File: src/rtl/i2s_tx_chan.sv
module i2s_tx_chan #(
  parameter int DEPTH = 16
) (
  input  logic        clk,
  input  logic        rst_n,
  input  logic        sck,
  input  logic        ws,
  input  logic        glb_en,
  input  logic        blk_en,
  input  logic        ch_en,
  input  logic [2:0]  word_len,
  input  logic [3:0]  trig_lvl,
  input  logic        flush,
  input  logic        wr_left,
  input  logic        wr_right,
  input  logic [31:0] wr_data,
  input  logic        mask_empty,
  input  logic        mask_ovr,
  input  logic        rd_ovr,
  output logic        sd,
  output logic        empty_raw,
  output logic        ovr_raw,
  output logic        irq_empty,
  output logic        irq_ovr
);
  localparam int DW = 32;
  localparam int AW = $clog2(DEPTH);

  logic [2*DW-1:0] mem [DEPTH];
  logic [AW:0]     wp, rp;
  logic [DW-1:0]   lhold, rhold, sh;
  logic            sck_q, ws_last, active;
  logic [5:0]      res;

  wire [AW:0]     cnt        = wp - rp;
  wire            full       = (cnt == DEPTH[AW:0]);
  wire            emp        = (cnt == '0);
  wire            en_all     = glb_en & blk_en & ch_en;
  wire            fall       = sck_q & ~sck;
  wire            half_start = fall & (ws != ws_last);
  wire            left_start = half_start & ~ws;
  wire            right_start = half_start & ws;
  wire            pop        = en_all & left_start & ~emp;
  wire            push       = wr_right & ~full;
  wire            flush_ok   = flush & ~en_all;
  wire [2*DW-1:0] head       = mem[rp[AW-1:0]];

  always_comb begin
    case (word_len)
      3'd1:    res = 6'd12;
      3'd2:    res = 6'd16;
      3'd3:    res = 6'd20;
      3'd4:    res = 6'd24;
      default: res = 6'd32;
    endcase
  end

  wire [DW-1:0] l_al = pop ? head[2*DW-1:DW] << (6'd32 - res) : '0;
  wire [DW-1:0] r_al = rhold << (6'd32 - res);

  always_ff @(posedge clk) begin
    if (push) mem[wp[AW-1:0]] <= {lhold, wr_data};
  end

  always_ff @(posedge clk or negedge rst_n) begin
    if (!rst_n) begin
      wp      <= '0;
      rp      <= '0;
      lhold   <= '0;
      ovr_raw <= 1'b0;
    end else begin
      if (flush_ok) begin
        wp <= '0;
        rp <= '0;
      end else begin
        if (push) wp <= wp + 1'b1;
        if (pop)  rp <= rp + 1'b1;
      end
      if (wr_left && !full) lhold <= wr_data;
      if ((wr_left || wr_right) && full) ovr_raw <= 1'b1;
      else if (rd_ovr)                   ovr_raw <= 1'b0;
    end
  end

  always_ff @(posedge clk or negedge rst_n) begin
    if (!rst_n) begin
      sck_q   <= 1'b0;
      ws_last <= 1'b1;
      active  <= 1'b0;
      sh      <= '0;
      rhold   <= '0;
      sd      <= 1'b0;
    end else begin
      sck_q <= sck;
      if (fall) ws_last <= ws;
      if (!en_all) begin
        active <= 1'b0;
        sh     <= '0;
        sd     <= 1'b0;
      end else if (fall) begin
        if (left_start) begin
          active <= 1'b1;
          sd     <= l_al[DW-1];
          sh     <= l_al << 1;
          rhold  <= pop ? head[DW-1:0] : '0;
        end else if (right_start && active) begin
          sd <= r_al[DW-1];
          sh <= r_al << 1;
        end else if (active) begin
          sd <= sh[DW-1];
          sh <= sh << 1;
        end
      end
    end
  end

  assign empty_raw = (cnt <= {1'b0, trig_lvl});
  assign irq_empty = empty_raw & ~mask_empty;
  assign irq_ovr   = ovr_raw & ~mask_ovr;
endmodule

File: config.mk
export PLATFORM = sky130hd
export DESIGN_NAME = i2s_tx_chan
export DESIGN_NICKNAME = d
export VERILOG_FILES = /design/src/rtl/i2s_tx_chan.sv
export SDC_FILE = /design/constraint.sdc
export NUM_CORES = 1
export LEC_CHECK = 0
export BUFFER_PORTS_ARGS = -buffer_cell sky130_fd_sc_hd__clkbuf_2
export CAP_MARGIN = 25
export CORE_ASPECT_RATIO = 0.9
export CORE_MARGIN = 3
export CORE_UTILIZATION = 55
export CTS_CLUSTER_DIAMETER = 100
export DETAILED_ROUTE_END_ITERATION = 6
export PLACE_DENSITY = 0.83
export SLEW_MARGIN = 20
export SYNTH_ARGS = -nofsm -noshare
export SYNTH_HDL_FRONTEND = slang
export SYNTH_SLANG_ARGS = --single-unit
File: constraint.sdc
create_clock -name clk -period 8.8 [get_ports clk]
set_input_delay 1.32 -clock clk [delete_from_list [all_inputs] [get_ports clk]]
set_output_delay 1.32 -clock clk [all_outputs]
set_load 0.02 [all_outputs]
==> flow_summary.yaml <==
floorplanning:
  die_h_um: 279
  fp-row-count: 99
  die-area_um2: 86500
  starting_density_of_the_core: 0.559
  dieWidth_um: 310
  ios: 57
  core_um2: 81600
grt:
  track_usage: 0.280
  first_global_vias: 24800
  grt_antenna_before_repair: 3
  grt.overflow.total: 0
  grt_first_pass_wirelength_mm: 174
  grt_start_max_net_pins: 130
final_layout:
  nNetsFinal: 2441
  drive_above_1_share: 0.243
  mostFrequentLayoutCells: "edfxtp_1 (1,024), mux4_2 (271), dfrtp_1 (105)"
  flow.area_growth_from_synthesis_pct: 10.7
  fin_util: 0.619
  mostFrequentLayoutCell: "edfxtp_1"
logic_synthesis:
  yosys_warnings: 0
  synth_top_area_cell: "edfxtp_1"
  ys.flop_type: "edfxtp_1"
  synth_area_um2: 45700
  synth_top_area_share: 0.673
  yosys-top-cells-area: "edfxtp_1 (67%), mux4_2 (13%), dfrtp_1 (6.0%)"
  postSynthCellCount: 2290
  synthDistinctLibCells: 82
  ys_seq_elements: 1134
  syn_area_per_cell_um2: 19.9
  share_of_async_settable_or_async_resettable_flops_after_synthesis: 0.0970
  synth-edff-count: 1024
  seq_area_frac_synth: 0.734
  nets_in_the_synthesized_netlist: 2357
setup_path:
  critical_path_peak_fanout: 43
  worst-r2r-cell-count: 9
  cp.arrival_ns: 5.70
  critPathLaunchType: "register"
  crit_required_ns: 9.11
  timing.critical_path.to_type: "register"
  setup.worst_path.class: "reg2reg"
detailed_routing:
  dr_total_vias: 24400
  routed_wirelength_mm: 119
  drt-pass1-iter-count: 5
  vias_per_cell: 6.94
  wl_per_cell_um: 33.7
  antenna_violating_nets_post_route: 0
  drc: 0
  drt_iter0_markers: 3252
power:
  report.power.total_mw: 11.4
  worst_ir_drop_vdd_mv: 0.209
  powerDensity_nw_per_um2: 225
  p_leak_nw: 16.1
  cell_internal_pwr_mw: 8.79
  switch_share: 0.226
  power.share.combinational: 0.054
  p_switching_mw: 2.57
  seqPwrFrac: 0.551
  clock_power_share: 0.396
timing:
  period_needed_ns: 5.39
  final_cycle_share: 0.613
  timing.clock.skew_ns: 0.0356
  final_hold_viol_count: 0
  setup_violations: 0
  timing_worst_slew_pin_value_ns: 1.15
  maxClockFrequency_mhz: 185
  slew-limit-headroom: 0.236
  finalHoldWorstSlack_ns: 0.476
  rsz_0062_raised_after_global_routing: "false"
  setup-tns-final_ns: 0
  final_max_slew_viol_count: 0
cts:
  clock-root-buffer: "clkbuf_16"
  post_cts.repair.setup_buffers: 0
  cts_hold_repair.buffers: 0
  tritoncts: "done"
  cts.clk_slew.worst_paths_ns: 0.07
  clock_tree.htree_level_count: 3
  cts_buffer_depth: 3
  cts_num_sinks: 1134
  cts_resized: 0
  clock_insertion_delay_worst_skew_ns: 0.71
  cts_buffers: 103
worst_hold_path:
  holdCritPathClass: "reg2reg"
  min_path_cells: 2
place:
  place_congestion: 0.914
  numPortBuffers: 56
  detailedPlacementHpwl_mm: 64.1
flow_run:
  timing.max_cap.violations: 0
run_status:
  status: "finished clean"
-- cell type report --
class / count / area (um^2)
diodes: 1 / 2.50
clock buffers: 150 / 2860
clock inverters: 41 / 493
fillers: 5330 / 31100
inverters: 17 / 66.3
multi-input cells: 1001 / 11500
flip-flops and latches: 1134 / 33500
well taps: 1060 / 1330
repair buffers: 117 / 838
-- sequential cells by signal (all words and copies together), names as in the netlist --
name and flops:
active 1, rhold 32, wp 5, mem 1024
sd 1, ovr_raw 1, sh 31, ws_last 1
rp 5, lhold 32, sck_q 1
-- path summary, 6_finish.rpt --
path | from | to | slack, ns
min in group asynchronous | rst_n | ovr_raw$_DFFE_PN0P_ | 0.69
setup reg to reg | rp[1]$_DFFE_PN0P_ | mem[15][59]$_DFFE_PP_ | 3.41
hold reg to reg | sh[2]$_DFFE_PN0P_ | sh[2]$_DFFE_PN0P_ | 0.48
hold / removal | sh[2]$_DFFE_PN0P_ | sh[2]$_DFFE_PN0P_ | 0.48
max in group asynchronous | rst_n | lhold[2]$_DFFE_PN0P_ | 6.93
setup / recovery | rp[1]$_DFFE_PN0P_ | mem[15][59]$_DFFE_PP_ | 3.41
-- worst max-delay path, stage by stage, from the launching register on --
cell     delay, ns
dfrtp_4       0.88
inv_2         0.40
fa_1          0.54
a21o_1        0.18
a21oi_1       0.29
xor2_1        0.22
o31a_1        0.35
nand2_1       0.34
nor2_4        0.86
buf_4         0.87
-- per-stage QoR --
| stage | cells | area, um^2 | setup slack, ns |
|---|---|---|---|
| after global placement | 3325 | 47100 | 3.73 |
| after CTS | 3519 | 50500 | 3.46 |
| after detailed placement | 3328 | 47200 | 3.54 |
| after global routing | 3520 | 50600 | 3.20 |
| after floorplan | 2290 | 45700 | 1.18 |
| final | 3521 | 50600 | 3.41 |
-- routing by layer --
metal / wire, um / vias up / part of all wire / GRT usage
met5: 60 / - / 0.00051 / 0
met4: 3580 / 6 / 0.030 / 0.0829
met3: 14600 / 275 / 0.12 / 0.0667
met2: 56100 / 1836 / 0.47 / 0.429
met1: 44400 / 12700 / 0.37 / 0.408
li1: - / 9667 / - / -
-- kinds of logic after synthesis --
group,synth area share
buf+inv,0.0187
flops,0.734
xor+xnor,0.00230
mux,0.167
compound gates,0.0449
fa+ha+maj,0.00427
simple gates,0.0295
-- power groups by stage --
stage	Clock [mW]	Sequential (mW)	Combinational, mW
after global routing	4.74	6.27	0.643
final	4.50	6.26	0.608
after CTS	4.52	6.25	0.599
after detailed placement	0	6.36	0.592
after global placement	0	6.34	0.577
after floorplan	0	6.29	0.354
-- Yosys cell counts (4+ instances only) --
| library cell | instances |
|---|---|
| mux2_1 | 33 |
| o22ai_1 | 11 |
| buf_4 | 9 |
| nand3_1 | 32 |
| mux2i_1 | 76 |
| mux4_1 | 7 |
| clkbuf_1 | 60 |
| buf_2 | 37 |
| buf_6 | 15 |
| mux4_2 | 271 |
| o311ai_0 | 9 |
| nor2_1 | 89 |
| a31oi_1 | 15 |
| a221oi_1 | 13 |
| mux2_2 | 16 |
| dfrtp_1 | 109 |
| xnor2_1 | 7 |
| o31a_1 | 5 |
| o22a_1 | 6 |
| nor2b_1 | 11 |
| o21ai_0 | 30 |
| buf_8 | 4 |
| edfxtp_1 | 1024 |
| o31ai_1 | 7 |
| buf_1 | 11 |
| and3_1 | 4 |
| or3_1 | 6 |
| inv_1 | 14 |
| a211oi_1 | 10 |
| o21ai_1 | 14 |
| nand4_1 | 7 |
| a22o_1 | 40 |
| xor2_1 | 5 |
| nor3_1 | 29 |
| a22oi_1 | 26 |
| o21a_1 | 5 |
| nand2b_1 | 11 |
| a21oi_1 | 42 |
| ha_1 | 14 |
| nand2_1 | 76 |
| o211ai_1 | 15 |
Note: power is estimated with default switching activity, not from simulation.
